===== src/rtl/adc_cap_pkg.sv =====
package adc_cap_pkg;
  typedef struct packed {
    logic start;      // chirp start, first bit of sample 0
    logic load;       // restart assembly with current bit
    logic shift;      // consume current bit
    logic done;       // current bit completes a sample
    logic chirp_end;  // valid fell while armed
    logic resync;     // misaligned frame edge
  } frm_ctl_t;
endpackage


===== src/rtl/adc_bit_framer.sv =====
module adc_bit_framer
  import adc_cap_pkg::*;
#(
  parameter int SAMPLE_W = 16
) (
  input  logic     clk_i,
  input  logic     rst_ni,
  input  logic     realign_i,
  input  logic     valid_i,
  input  logic     frame_i,
  output frm_ctl_t ctl_o
);
  localparam int BW = (SAMPLE_W > 2) ? $clog2(SAMPLE_W) : 1;
  localparam logic [BW-1:0] LAST = BW'(SAMPLE_W - 1);

  logic          valid_q, frame_q, armed_q;
  logic [BW-1:0] bit_cnt_q;
  logic          rise, fall, fedge, run;

  assign rise  = valid_i & ~valid_q;
  assign fall  = ~valid_i & valid_q;
  assign fedge = frame_i & ~frame_q;
  assign run   = armed_q & valid_i & ~rise & ~realign_i;

  always_comb begin
    ctl_o.start     = rise & ~realign_i;
    ctl_o.resync    = run & fedge & (bit_cnt_q != '0);
    ctl_o.load      = ctl_o.start | ctl_o.resync;
    ctl_o.shift     = run | ctl_o.start;
    ctl_o.done      = run & ~ctl_o.resync & (bit_cnt_q == LAST);
    ctl_o.chirp_end = armed_q & fall & ~realign_i;
  end

  // valid_q resets high: a strobe already high at reset release is no edge
  always_ff @(posedge clk_i or negedge rst_ni) begin
    if (!rst_ni) begin
      valid_q   <= 1'b1;
      frame_q   <= 1'b0;
      armed_q   <= 1'b0;
      bit_cnt_q <= '0;
    end else begin
      valid_q <= valid_i;
      frame_q <= frame_i;
      if (realign_i) begin
        armed_q   <= 1'b0;
        bit_cnt_q <= '0;
      end else if (ctl_o.load) begin
        armed_q   <= armed_q | ctl_o.start;
        bit_cnt_q <= BW'(1);
      end else if (run) begin
        bit_cnt_q <= (bit_cnt_q == LAST) ? '0 : bit_cnt_q + BW'(1);
      end
    end
  end
endmodule


===== src/rtl/adc_lane_shift.sv =====
module adc_lane_shift #(
  parameter int SAMPLE_W = 16
) (
  input  logic                clk_i,
  input  logic                rst_ni,
  input  logic                load_i,
  input  logic                shift_i,
  input  logic                bit_i,
  output logic [SAMPLE_W-1:0] word_o
);
  logic [SAMPLE_W-1:0] sh_q;

  assign word_o = {sh_q[SAMPLE_W-2:0], bit_i};

  always_ff @(posedge clk_i or negedge rst_ni) begin
    if (!rst_ni)      sh_q <= '0;
    else if (load_i)  sh_q <= SAMPLE_W'(bit_i);
    else if (shift_i) sh_q <= word_o;
  end
endmodule


===== src/rtl/adc_chirp_track.sv =====
module adc_chirp_track
  import adc_cap_pkg::*;
#(
  parameter int SAMPLES = 512,
  parameter int CHIRPS  = 8,
  parameter int IDX_W   = 10,
  parameter int CH_W    = 3,
  parameter int RSYNC_W = 8
) (
  input  logic               clk_i,
  input  logic               rst_ni,
  input  logic               realign_i,
  input  frm_ctl_t           ctl_i,
  output logic [IDX_W-1:0]   sample_cnt_o,
  output logic [CH_W-1:0]    chirp_idx_o,
  output logic               len_err_o,
  output logic               frame_done_o,
  output logic [RSYNC_W-1:0] resync_cnt_o
);
  localparam logic [IDX_W-1:0] N_SMP   = IDX_W'(SAMPLES);
  localparam logic [CH_W-1:0]  LAST_CH = CH_W'(CHIRPS - 1);

  always_ff @(posedge clk_i or negedge rst_ni) begin
    if (!rst_ni) begin
      sample_cnt_o <= '0;
      chirp_idx_o  <= '0;
      len_err_o    <= 1'b0;
      frame_done_o <= 1'b0;
      resync_cnt_o <= '0;
    end else begin
      frame_done_o <= 1'b0;
      if (realign_i) begin
        sample_cnt_o <= '0;
        chirp_idx_o  <= '0;
        resync_cnt_o <= '0;
      end else begin
        if (ctl_i.start) begin
          sample_cnt_o <= '0;
          len_err_o    <= 1'b0;
        end else if (ctl_i.done && (sample_cnt_o != '1)) begin
          sample_cnt_o <= sample_cnt_o + IDX_W'(1);
        end
        if (ctl_i.resync && (resync_cnt_o != '1))
          resync_cnt_o <= resync_cnt_o + RSYNC_W'(1);
        if (ctl_i.chirp_end) begin
          len_err_o <= (sample_cnt_o != N_SMP);
          if (chirp_idx_o == LAST_CH) begin
            chirp_idx_o  <= '0;
            frame_done_o <= 1'b1;
          end else begin
            chirp_idx_o <= chirp_idx_o + CH_W'(1);
          end
        end
      end
    end
  end
endmodule


===== src/rtl/adc_lane_capture.sv =====
module adc_lane_capture
  import adc_cap_pkg::*;
#(
  parameter int LANES    = 4,
  parameter int SAMPLE_W = 16,
  parameter int SAMPLES  = 512,
  parameter int CHIRPS   = 8,
  parameter int RSYNC_W  = 8,
  localparam int IDX_W   = $clog2(SAMPLES) + 1,
  localparam int CH_W    = (CHIRPS > 1) ? $clog2(CHIRPS) : 1
) (
  input  logic                      clk_i,
  input  logic                      rst_ni,
  input  logic                      realign_i,
  input  logic                      valid_i,
  input  logic                      frame_i,
  input  logic [LANES-1:0]          lane_i,
  output logic                      out_valid_o,
  output logic [LANES*SAMPLE_W-1:0] out_data_o,
  output logic [IDX_W-1:0]          out_sample_idx_o,
  output logic [CH_W-1:0]           out_chirp_idx_o,
  output logic                      len_err_o,
  output logic                      frame_done_o,
  output logic [RSYNC_W-1:0]        resync_cnt_o
);
  frm_ctl_t                  ctl;
  logic [LANES*SAMPLE_W-1:0] words;
  logic [IDX_W-1:0]          sample_cnt;

  adc_bit_framer #(.SAMPLE_W(SAMPLE_W)) u_framer (
    .clk_i, .rst_ni, .realign_i, .valid_i, .frame_i, .ctl_o(ctl)
  );

  for (genvar l = 0; l < LANES; l++) begin : g_lane
    adc_lane_shift #(.SAMPLE_W(SAMPLE_W)) u_shift (
      .clk_i, .rst_ni,
      .load_i (ctl.load),
      .shift_i(ctl.shift),
      .bit_i  (lane_i[l]),
      .word_o (words[l*SAMPLE_W +: SAMPLE_W])
    );
  end

  adc_chirp_track #(
    .SAMPLES(SAMPLES), .CHIRPS(CHIRPS), .IDX_W(IDX_W), .CH_W(CH_W), .RSYNC_W(RSYNC_W)
  ) u_track (
    .clk_i, .rst_ni, .realign_i,
    .ctl_i       (ctl),
    .sample_cnt_o(sample_cnt),
    .chirp_idx_o (out_chirp_idx_o),
    .len_err_o,
    .frame_done_o,
    .resync_cnt_o
  );

  always_ff @(posedge clk_i or negedge rst_ni) begin
    if (!rst_ni) begin
      out_valid_o      <= 1'b0;
      out_data_o       <= '0;
      out_sample_idx_o <= '0;
    end else begin
      out_valid_o <= ctl.done;
      if (ctl.done) begin
        out_data_o       <= words;
        out_sample_idx_o <= sample_cnt;
      end
    end
  end
endmodule


===== config.mk =====
export PLATFORM = sky130hd
export DESIGN_NAME = adc_lane_capture
export DESIGN_NICKNAME = d
export VERILOG_FILES = /design/src/rtl/adc_cap_pkg.sv /design/src/rtl/adc_bit_framer.sv /design/src/rtl/adc_lane_shift.sv /design/src/rtl/adc_chirp_track.sv /design/src/rtl/adc_lane_capture.sv
export SDC_FILE = /design/constraint.sdc
export NUM_CORES = 1
export LEC_CHECK = 0
export BUFFER_PORTS_ARGS = -buffer_cell sky130_fd_sc_hd__clkbuf_2
export CAP_MARGIN = 20
export CORE_ASPECT_RATIO = 0.75
export CORE_MARGIN = 1
export CORE_UTILIZATION = 54
export CTS_BUF_LIST = sky130_fd_sc_hd__clkbuf_8
export DETAILED_ROUTE_END_ITERATION = 7
export PLACE_DENSITY = 0.79
export RECOVER_POWER = 100
export SKIP_LAST_GASP = 1
export SYNTH_ARGS = -nofsm -noshare
export SYNTH_HDL_FRONTEND = slang
export SYNTH_HIERARCHICAL = 1
export SYNTH_SLANG_ARGS = --single-unit
export TNS_END_PERCENT = 100

===== constraint.sdc =====
create_clock -name clk_i -period 2.5 [get_ports clk_i]
set_clock_uncertainty 0.05 [all_clocks]
set_input_delay 0.25 -clock clk_i [delete_from_list [all_inputs] [get_ports clk_i]]
set_output_delay 0.25 -clock clk_i [all_outputs]
set_load 0.005 [all_outputs]

; ---- Word level (Yosys, flattened, before mapping)
; Index checks and enable logic that the tools add are counted.
[word_totals]
output_inout_bits = 88
ff_bits = 165
inputBits = 9
[op_classes]
n_addsub = 4
n_reduce_logical = 11
mux = 27
bitwise_logic = 22
eq_ne = 5
[op_table]
columns = operator, n
row1 = 15-bit two-way mux, 8
row2 = 10-bit two-way mux, 3
row3 = "10-bit != test, second input constant", 2
row4 = 4-bit two-way mux, 4
row5 = 8-bit two-way mux, 2
row6 = 1-bit AND, 13
row7 = "10-bit by 1-bit adder with 10-bit output, second input constant", 1
row8 = 2-bit nonzero test, 5
row9 = 3-bit two-way mux, 3
row10 = "8-bit by 1-bit adder with 8-bit output, second input constant", 1
row11 = "8-bit != test, second input constant", 1
row12 = 1-bit two-way mux, 7
row13 = 1-bit inverter, 6
row14 = 3-bit nonzero test, 2
row15 = "4-bit by 1-bit adder with 4-bit output, second input constant", 1
row16 = "4-bit == test, second input constant", 1
row17 = 4-bit nonzero test, 1
row18 = "3-bit by 1-bit adder with 3-bit output, second input constant", 1
row19 = "3-bit == test, second input constant", 1
row20 = 1-bit OR, 3
row21 = 1-bit logical AND, 2
row22 = 2-bit AND reduction, 1

; ---- Longest topological paths before layout
; Gate-level depths: netlist (run 1).
[depth]
word_depth = 14
ltp_mapped = 10
mapped_depth_nobuf = 9

; ---- Hierarchy
; Netlist (run 1), hierarchy kept.
[by_module_without_submodules]
columns = module, instances, cells_per_inst, area_each_um2, seq_area_each_um2
row1 = adc_lane_capture, 1, 157, 3019.1, 1876.8
row2 = adc_lane_shift, 4, 49, 629.4, 375.4
row3 = adc_chirp_track, 1, 125, 1263.7, 575.6
row4 = adc_bit_framer, 1, 42, 444.2, 176.4

; ---- Worst setup path before layout (run 1)
; Ideal clock, no wire load.
[synth_path]
kind = register to register
from = register u_framer.bit_cnt_q[0]
to = register u_track.sample_cnt_o[7]
n_path_buf = 1
path_stages_with_launch = 11
arrival_ps = 2587
path_slack_ps = -261
cell_sequence = dfrtp_1 > inv_1 > ha_1 > nor3b_1 > or3_1 > nor3b_1 > and3_1 > and3_1 > clkbuf_2 > and4bb_2 > nor3_1
[synth_lines]
columns = element, line
row1 = "start, declared", adc_bit_framer.sv:17  ; logic [BW-1:0] bit_cnt_q;
row2 = "start signal, assigned", adc_bit_framer.sv:51  ; bit_cnt_q <= (bit_cnt_q == LAST) ? '0 : bit_cnt_q + BW'(1);
row3 = "end signal, assigned", adc_chirp_track.sv:41  ; sample_cnt_o <= sample_cnt_o + IDX_W'(1);
row4 = "end, declared", adc_chirp_track.sv:14  ; output logic [IDX_W-1:0] sample_cnt_o,

==> results of run 1 <==
per-stage QoR:
stage                     hold slack, ns  setup TNS, ns  area (µm²)  setup WS (ns)  cells
after global routing            0.001666        -0.2072        8299       -0.04484    815
after detailed placement          0.1805         -1.164        7849       -0.07977    774
after CTS                      0.0001811              0        8349        0.04005    813
final                            0.03304              0        8299        0.07654    815
after global placement            0.1785              0        7849        0.09239    774
after floorplan                 -0.09559              0        7249        0.03360    520
what timing repair did:
item	CTS	global route
buffers inserted	0	2
hold buffers	7	0
setup endpoints to repair	24	21
gates resized for setup	1	3
cloned	0	0
hold endpoints to repair	57	0
how the worst max path moves through the flow:
stage                                      from                       to  slack, ns  depth (start not counted)
after floorplan           u_framer/bit_cnt_q[0]  u_track/sample_cnt_o[7]       0.03                         10
after global placement    u_framer/bit_cnt_q[0]      out_sample_idx_o[3]       0.09                          8
after detailed placement  u_framer/bit_cnt_q[0]      out_sample_idx_o[7]      -0.08                          8
after CTS                 u_framer/bit_cnt_q[0]  u_track/sample_cnt_o[1]       0.04                         10
after global routing      u_framer/bit_cnt_q[0]  u_track/sample_cnt_o[9]      -0.04                          9
final                     u_framer/bit_cnt_q[0]  u_track/sample_cnt_o[7]       0.08                          9
power groups by stage:
stage | Combinational (mW) | Clock [mW] | Sequential, mW
after floorplan | 0.166 | 0 | 2.83
after global placement | 0.238 | 0 | 2.85
after detailed placement | 0.248 | 0 | 2.85
after CTS | 0.259 | 2.07 | 2.80
after global routing | 0.286 | 2.20 | 2.80
final | 0.256 | 2.02 | 2.80
sequential cells by signal, indices dropped and copies added, names as in the netlist:
signal / count
u_track/chirp_idx_o: 3
u_track/len_err_o: 1
g_lane.u_shift/sh_q: 60
u_track/frame_done_o: 1
u_framer/bit_cnt_q: 4
out_sample_idx_o: 10
u_framer/valid_q: 1
u_track/sample_cnt_o: 10
u_track/resync_cnt_o: 8
out_data_o: 64
u_framer/frame_q: 1
out_valid_o: 1
u_framer/armed_q: 1
cells in the final DEF (no fill, tap or decap), types with 7 or more instances in the layout:
cell           synthesis  routed
inv_1                 11      12
clkbuf_8               0      20
clkbuf_1               0      49
nor3_1                 8       8
a21oi_1               10      10
mux2_2                14      14
dlygate4sd3_1          0       7
buf_4                  5       9
dfrtp_1              164     164
nor2_1                73      73
clkbuf_2               1      48
ha_1                   7       7
mux2_4                60      60
mux2i_1               60      60
worst reg2reg max path, stage by stage, from the launching register on:
cell,delay (ns)
dfrtp_1,0.40
inv_1,0.08
ha_1,0.21
nor3b_4,0.17
or3_1,0.37
nor3b_4,0.19
and3_1,0.20
and3_2,0.25
and4bb_2,0.23
nor3_1,0.17
routing by layer:
metal / up-vias / part of all wire / global-route usage
met5: - / 0 / 0
met4: 0 / 0.0085 / 0.06223
met3: 12 / 0.039 / 0.05506
met2: 104 / 0.47 / 0.3159
met1: 2213 / 0.48 / 0.2831
li1: 2039 / - / -
cell families (layout without fill, tap and decap cells):
kind of cell	after synthesis	count (layout)
xor+xnor	7	7
fa+ha+maj	7	7
mux	138	138
compound gates	33	33
flops	165	165
buf+inv	40	164
simple gates	130	130
layout make-up:
type	instances	area [µm²]	share of cell area
flip-flops and latches	165	4130	0.4977
multi-input cells	315	2806	0.3382
repair buffers	121	681.9	0.08216
clock buffers	20	275.3	0.03317
well taps	171	214.0	0.02578
clock inverters	12	150.1	0.01809
inverters	11	41.29	0.004975
==> results by group, run 1 <==
Critical path
  – Cell Chain, Critical Path: inv_1, ha_1, nor3b_4, or3_1, nor3b_4, and3_1, and3_2, and4bb_2, nor3_1
  – Slowest Stage Delay on Critical Path: 0.40 ns
  – CP required: around 2.8 ns
  – Cell mode on critical path: nor3b_4
  – Setup crit start kind: flop
  – WP buf/inv: 1
  – Reg2Reg Depth: 9
  – Setup CP Type: reg -> reg
  – FF-to-FF setup slack: approximately 0.077 ns
  – FF-to-FF End: u_track/sample_cnt_o[7]
  – Nature of the critical path endpoint: flop
  – Max FO, Critical Path: 7
  – Largest delay share family, worst path: simple AND/OR/NAND/NOR gates
  – Slowest CP cell: dfrtp_1
  – WP data arrival: between 2 and 3 ns
  – RR Startpoint: u_framer/bit_cnt_q[0]

Power and ir drop
  – Comb pwr share: 0.050
  – Power per cell area: 611.3 nW/µm²
  – Sw power: 1.167 mW
  – Internal Power: 3.907 mW
  – Peak supply drop: 0.3609 mV
  – LEAKAGE: between 4 and 5 nW
  – Seq pwr share: 0.551
  – Clock group share of total power: 0.398
  – Switching part of the total power: 0.2299
  – Design Power: 5.073 mW

Timing
  – Max_slew headroom: 0.1069
  – Fin crit share: 0.9694
  – Slew Viols, Final: 0
  – F_max: 0.4126 GHz
  – Final Hold Vio Count: 0
  – Final number of setup-violating endpoints: 0
  – Worst-Margin Slew: 1.340 ns
  – Minimum clock period after layout: 2.423 ns

Drt
  – # DRC: 0
  – DR WL/cell: about 17 µm
  – Starting DRT DRC Count: 289
  – Vias: between 4k and 5k
  – Final wirelength: 13,490 µm
  – DRT antenna net count: 0
  – Vias per cell: 5.360
  – First drt pass iteration count: 4

Synth
  – Adder and majority gate portion of the synthesized area: 0.01209
  – Ys flop type: dfrtp_1
  – Mapped Cells: 520
  – Post-Synth XOR/XNOR Area: 0.008463
  – Async SR Flop Fraction: 1.000
  – Syn_area_per_cell: 13.93 µm²
  – Synth Area in Compound Gates: 0.03592
  – Flops & latches, synth: 165
  – Most frequent cells after synthesis: dfrtp_1, nor2_1, mux2_4, mux2i_1, mux2_2
  – Post-Synth Simple-Gate Area: 0.09136
  – Synth area leader: dfrtp_1
  – Synth top area cells: dfrtp_1, mux2_4, mux2i_1, nor2_1, mux2_2
  – Sequential fraction of the synthesis area: 0.5701
  – Post-Syn Nets: about 540
  – Synth Cell Area: 7244 µm²
  – Synth cell types: 52
  – Top-count cell post-synth: dfrtp_1
  – Synth top area share: 0.5665
  – Largest family of logic cells by synthesized area: multiplexers
  – YS warnings: 6
  – Mux contribution to synthesized area: 0.2352
  – Post-synth EDFFs: 0

Placement
  – PortBufs: 96
  – GP Congestion: between 0.9 and 1
  – Post-DP HPWL: 8934 µm

Status
  – Status: completed

Final layout
  – Share of cells above drive strength 1: 0.2935
  – Layout area overhead: 14.56%
  – Final Core Density: 0.6375
  – NumNets Final: 647
  – Fill cell count: roughly 1,000
  – N_diodes: 0

Global route
  – Vias in the first global route: 4,315
  – GRT Overall Usage: 0.2043
  – Global route overflow: 0
  – Initial antenna violation count: 0
  – First-pass GRT wire length: between 20,000 and 25,000 µm
  – Largest net degree at the start of global routing: 67

CTS
  – H-tree Lvls: 4
  – Longest Clk Path Bufs: 2
  – CTS tree: yes
  – Clock slew at reported path FFs: ~0.090 ns
  – Clock Tree Root: clkbuf_8
  – CTS sink count: 165
  – Clk_lat worst skew: between 0.4 and 0.5 ns
  – TritonCTS Buffers: 17

Floorplan
  – Die Wd: 135.7 µm
  – I/O pins: 97
  – Initial core utilization: 0.5565
  – Die footprint: 13,890 µm²
  – Core ar.: around 13,000 µm²
  – Die height: 102.3 µm
  – Std-Cell Rows: 36

Worst hold path
  – Hold depth: 2
  – Hold Startpoint: realign_i
  – Hold Crit Class: in -> reg
  – Hold Path End: u_framer/bit_cnt_q[2]

Flow run
  – Total of max-cap violations: 0
Note: power is estimated with default switching activity, not from simulation.
==> inputs of run 2 (changes only) <==
==> constraint.sdc (replaced) <==
create_clock -name clk_i -period 2 [get_ports clk_i]
set_clock_uncertainty 0.05 [all_clocks]
set_input_delay 0.2 -clock clk_i [delete_from_list [all_inputs] [get_ports clk_i]]
set_output_delay 0.2 -clock clk_i [all_outputs]
set_load 0.005 [all_outputs]
==> run 2 against run 1 <==
The flow now finishes with violations (negative setup slack); core utilization rose by 4.3 points; critical path depth rose by 1; flip-flop and latch count did not move; first-iteration DRC count rose by 16%; sequential power rose by 25%; global-route usage rose by 1.6 points; worst setup slack got worse by 0.28 ns; largest power group unchanged.
==> results by group, run 2 (synthesis results as in run 1) <==
Status
  – Status: finished, violations left
  – Failing checks: negative setup slack

Critical path
  – Reg2Reg Depth: 10
  – CP required: about 2.4 ns
  – RR Startpoint: u_framer/bit_cnt_q[0]
  – Cell Chain, Critical Path: inv_2, ha_4, nor3b_4, or3_4, nor3b_4, buf_4, and4_4, nand4_1, xor2_1, nor2_1
  – CP Capture Point: u_track/sample_cnt_o[6]
  – WP data arrival: 2.55 ns
  – Slowest CP cell: dfrtp_1
  – FF-to-FF End: u_track/sample_cnt_o[6]
  – Setup crit start kind: flop
  – Worst setup startpoint: u_framer/bit_cnt_q[0]
  – Nature of the critical path endpoint: flop
  – FF-to-FF setup slack: -0.20 ns
  – Setup CP Type: reg -> reg
  – Max FO, Critical Path: 4
  – Slowest Stage Delay on Critical Path: 0.41 ns
  – Cell mode on critical path: nor3b_4

Drt
  – Starting DRT DRC Count: between 300 and 400
  – First drt pass iteration count: 4
  – Vias per cell: roughly 5.4
  – Final wirelength: 15,460 µm
  – # DRC: 0
  – DR WL/cell: 18.29 µm
  – Vias: 4,565
  – DRT antenna net count: 0

Final layout
  – Commonest non-fill, non-tap cells in the layout: dfrtp_1, nor2_1, mux2_4, mux2i_1, clkbuf_1
  – Most common cell after layout, fill and taps aside: dfrtp_1
  – Largest registers: out_data_o x64, g_lane.u_shift/sh_q x60
  – Share of cells above drive strength 1: 0.3501
  – Max reg flops: between 60 and 70
  – NumNets Final: 677
  – N_diodes: 0
  – Finished Layout Cells: 845
  – Final Core Density: 0.6803
  – Layout area overhead: 22.25%
  – Reg with most FFs: out_data_o
  – Fill cell count: 952

Timing
  – Slew Viols, Final: 0
  – Worst hold slack: between 0.1 and 0.15 ns
  – Worst setup margin: -0.1992 ns
  – RSZ-0062 raised after global routing: true
  – Max_slew headroom: 0.1665
  – Worst-Margin Slew: 1.250 ns
  – Final number of setup-violating endpoints: 92
  – Minimum clock period after layout: 2.199 ns
  – F_max: approximately 0.45 GHz
  – Final Hold Vio Count: 0
  – Fin crit share: 1.100

CTS
  – Longest Clk Path Bufs: 2
  – Clock slew at reported path FFs: 0.08 ns
  – TritonCTS Buffers: 17
  – CTS sink count: 165
  – Clk_lat worst skew: 0.47 ns
  – CTS tree: yes
  – Clock Tree Root: clkbuf_8
  – H-tree Lvls: 4

Global route
  – Largest net degree at the start of global routing: 50
  – Global route overflow: 0
  – First-pass GRT wire length: 22,850 µm
  – Vias in the first global route: around 4.4k
  – Initial antenna violation count: 0
  – GRT Overall Usage: 0.2199

Placement
  – Placement Setup Slack: -0.3258 ns
  – GP Congestion: 0.8923
  – # placed instances: 784
  – PortBufs: 96
  – Post-DP HPWL: 8997 µm

Floorplan
  – Die Wd: between 100 and 150 µm
  – Std-Cell Rows: 36
  – Die footprint: 13,890 µm²
  – Die height: 102.3 µm
  – Core ar.: 13,020 µm²
  – I/O pins: 97
  – Initial core utilization: 0.5565

Flow run
  – Total of max-cap violations: 0

Worst hold path
  – Hold Crit Class: in -> reg
  – Hold depth: 3

Power and ir drop
  – Peak supply drop: 0.5269 mV
  – LEAKAGE: between 4 and 5 nW
  – Power per cell area: 729.0 nW/µm²
  – Design Power: roughly 6.5 mW
[run 2: cell count changes in the layout (fill, tap and decap cells not counted), sizes merged]
cell    change
buf        +23
clkbuf      +8
clkinv      -4
inv         +2
bufbuf      +1
[run 2: area by class of cell]
type | count | area [µm²] | share of cell area
sequential | 165 | 4130 | 0.4664
multi-input combinational | 315 | 2945 | 0.3326
timing repair buffer | 151 | 1094 | 0.1235
clock buffer | 22 | 302.8 | 0.03419
tap | 171 | 214.0 | 0.02416
clock inverter | 10 | 128.9 | 0.01455
inverter | 11 | 41.29 | 0.004662
[run 2: worst max-delay path: cells and delay by family (launching register included)]
kind	cells	cell delay, ns
and+or+nand+nor	6	1.08
adders and majority gates	1	0.13
DFF	1	0.41
xor gates and xnor gates	1	0.18
buffers and inverters	2	0.27
[run 2: timing repair]
item                                    4_1_cts  5_1_grt
cloned                                        2        6
setup buffers                                 6        9
hold endpoints to repair                     55        0
hold buffers                                  7        0
pin swaps                                    12        6
endpoints found under the setup margin      121      129
gates resized for setup                      15       26
[run 2: per-stage QoR]
step	setup TNS, ns	area [µm²]
floorplan	-22.86	7330
global placement	-12.05	7975
detailed placement	-18.71	7975
CTS	-11.16	8633
global route	-19.67	8856
finish	-11.98	8856
[run 2: where the power goes]
part / switching [mW] / total [mW] / internal (mW)
Clock: 1.18 / 2.57 / 1.39
Sequential: 0.0771 / 3.50 / 3.42
Combinational: 0.212 / 0.388 / 0.176
Total: 1.47 / 6.46 / 4.98
[run 2: worst min-delay path by stage]
stage / from / end / slack, ns
2_1_floorplan: rst_ni / g_lane[0].u_shift/sh_q[0] / -0.15
3_3_place_gp: rst_ni / out_data_o[26] / 0.12
3_5_place_dp: rst_ni / out_data_o[25] / 0.13
4_1_cts: realign_i / u_track/chirp_idx_o[1] / 0.1
5_1_grt: realign_i / u_track/chirp_idx_o[0] / 0.14
6_report: realign_i / u_track/chirp_idx_o[0] / 0.13
[run 2: metal layers]
| layer | vias up | routed length [µm] | global-route usage |
|---|---|---|---|
| li1 | 2099 | - | - |
| met4 | 0 | 243 | 0.08038 |
| met1 | 2339 | 7123 | 0.2881 |
| met3 | 23 | 553 | 0.06349 |
| met2 | 104 | 7538 | 0.3505 |
| met5 | - | 0 | 0 |
==> inputs of run 3 (changes only) <==
--- a/config.mk
+++ b/config.mk
@@ -9,10 +9,11 @@
 export CAP_MARGIN = 20
 export CORE_ASPECT_RATIO = 0.75
 export CORE_MARGIN = 1
-export CORE_UTILIZATION = 54
+export CORE_UTILIZATION = 60
 export CTS_BUF_LIST = sky130_fd_sc_hd__clkbuf_8
 export DETAILED_ROUTE_END_ITERATION = 7
-export PLACE_DENSITY = 0.79
+export GPL_ROUTABILITY_DRIVEN = 0
+export PLACE_DENSITY = 0.84
 export RECOVER_POWER = 100
 export SKIP_LAST_GASP = 1
 export SYNTH_ARGS = -nofsm -noshare
==> constraint.sdc (replaced) <==
create_clock -name clk_i -period 2.05 [get_ports clk_i]
set_clock_uncertainty 0.05 [all_clocks]
set_input_delay 0.205 -clock clk_i [delete_from_list [all_inputs] [get_ports clk_i]]
set_output_delay 0.205 -clock clk_i [all_outputs]
set_load 0.005 [all_outputs]
==> run 3 against run 2 <==
The flow still finishes with violations (negative setup slack); worst hold slack better by 0.044 ns; non-clock buffer count grew 8; maximum frequency rose by 1.1%; via count increased by 1.6%; routed wire length barely moved; final cell count decreased by 0.12%; register-to-register slack better by 0.07 ns; critical path type unchanged.
==> results by group, run 3 (synthesis results as in run 1) <==
Drt
  – Final wirelength: around 15,000 µm
  – DR WL/cell: 18.32 µm
  – First drt pass iteration count: 5
  – # DRC: 0
  – DRT antenna net count: 0
  – Vias: approximately 4.6k
  – Vias per cell: 5.498
  – Starting DRT DRC Count: 291

Timing
  – F_max: 0.4599 GHz
  – Setup TNS: -5.617 ns
  – Final Hold Vio Count: 0
  – Slew Viols, Final: 0
  – Worst-Margin Slew: 1.238 ns
  – Fin crit share: 1.061
  – Worst hold slack: 0.1722 ns
  – Final number of setup-violating endpoints: 89
  – Max_slew headroom: 0.1744
  – Worst setup margin: -0.1245 ns
  – RSZ-0062 raised after global routing: true
  – Minimum clock period after layout: 2.174 ns

Global route
  – Vias in the first global route: 4,625
  – First-pass GRT wire length: between 20,000 and 25,000 µm
  – Largest net degree at the start of global routing: 50
  – Initial antenna violation count: 0
  – Global route overflow: 0
  – GRT Overall Usage: 0.2456

CTS
  – Clk_lat worst skew: ~0.46 ns
  – H-tree Lvls: 4
  – Clock Tree Root: clkbuf_8
  – Clock slew at reported path FFs: 0.09 ns
  – CTS tree: yes
  – TritonCTS Buffers: 17
  – CTS sink count: between 150 and 200
  – Longest Clk Path Bufs: 2

Floorplan
  – Initial core utilization: 0.6193
  – I/O pins: 97
  – Std-Cell Rows: 34
  – Core ar.: 11,700 µm²
  – Die footprint: 12,520 µm²
  – Die Wd: 128.9 µm
  – Die height: 97.16 µm

Power and ir drop
  – Peak supply drop: 0.5326 mV
  – Power per cell area: 674.8 nW/µm²
  – LEAKAGE: about 4.3 nW

Status
  – Failing checks: negative setup slack
  – Status: finished, violations left

Critical path
  – Worst setup startpoint: u_framer/bit_cnt_q[0]
  – Slowest Stage Delay on Critical Path: 0.40 ns
  – CP required: about 2.3 ns
  – Cell Chain, Critical Path: inv_2, ha_4, nor3b_4, or3_4, nor3b_4, buf_6, clkbuf_16, o41ai_4, mux2i_1, nor2_1
  – RR Startpoint: u_framer/bit_cnt_q[0]
  – Setup crit start kind: flop
  – Setup CP Type: reg -> reg
  – Nature of the critical path endpoint: flop
  – Slowest CP cell: or3_4
  – Max FO, Critical Path: 9
  – WP data arrival: around 2.5 ns
  – Cell mode on critical path: nor3b_4

Worst hold path
  – Hold Startpoint: realign_i
  – Hold Crit Class: in -> reg

Final layout
  – Most common cell after layout, fill and taps aside: dfrtp_1
  – Share of cells above drive strength 1: 0.3798
  – Sequential cell area: 4130 µm²
  – Area of the multi-input gates: 2985 µm²
  – Layout area overhead: 23.25%
  – Reg with most FFs: out_data_o
  – NumNets Final: 685
  – N_diodes: 0
  – Largest registers: out_data_o x64, g_lane.u_shift/sh_q x60
  – Final Core Density: 0.7632
  – Max reg flops: 64
  – Fill cell count: 762
  – Commonest non-fill, non-tap cells in the layout: dfrtp_1, mux2_4, nor2_1, mux2i_1, clkbuf_2

Flow run
  – Total of max-cap violations: 0

Placement
  – Post-DP HPWL: 9346 µm
  – PortBufs: 96
==> run 3: worst paths after layout <==
kind | endpoint | slack, ns | cells past startpoint
min in group asynchronous | out_data_o[17] | 0.48 | 2
worst max-delay path | u_track/sample_cnt_o[1] | -0.12 | 10
worst min-delay path | u_framer/armed_q | 0.17 | 3
worst min register to register | out_data_o[47] | 0.46 | 1
max in group asynchronous | u_framer/valid_q | 0.38 | 3
worst max register to register | u_track/sample_cnt_o[1] | -0.12 | 10
==> run 3: layer usage <==
metal  track usage  part of all wire  wire length, µm
met5             0                 0                0
met4       0.05611            0.0058               90
met3       0.06278             0.044              684
met2        0.3830              0.50             7697
met1        0.3477              0.45             6993
==> run 3: power by group <==
part	internal (mW)	total, mW	leakage [nW]	switching [mW]
combinational	0.169	0.378	1.86	0.209
sequential	3.34	3.42	2.28	0.0825
clock	0.895	2.23	0.184	1.33
==> run 3: what timing repair did <==
| action | 4_1_cts | 5_1_grt |
|---|---|---|
| pin swaps | 6 | 13 |
| gates cloned | 2 | 6 |
| hold endpoints to repair | 56 | 0 |
| setup buffers | 1 | 13 |
| resized for setup | 18 | 31 |
| hold buffers | 7 | 0 |
| endpoints found under the setup margin | 89 | 116 |
==> run 3: critical path: cells and delay by family, from the launching register on <==
family	cells	cell delay, ns
mux	1	0.22
buf+inv	3	0.41
compound gates	1	0.06
fa+ha+maj	1	0.14
flops	1	0.38
simple gates	4	0.78
==> run 3: per-stage QoR <==
step           power, mW  cells  setup slack (ns)  area, µm²
4_1_cts            6.030    825          -0.08550       8615
3_3_place_gp       3.800    783          -0.08490       8054
6_report           6.025    844           -0.1245       8929
2_1_floorplan      3.672    520           -0.1982       7310
3_5_place_dp       3.822    783           -0.1801       8054
5_1_grt            6.245    844           -0.2272       8929
==> run 3: layout make-up <==
class | instances | area share
timing repair buffer | 159 | 0.1342
inverter | 11 | 0.004624
clock inverter | 15 | 0.01527
sequential | 165 | 0.4626
multi-input combinational | 315 | 0.3344
clock buffer | 17 | 0.02621
tap | 162 | 0.02270
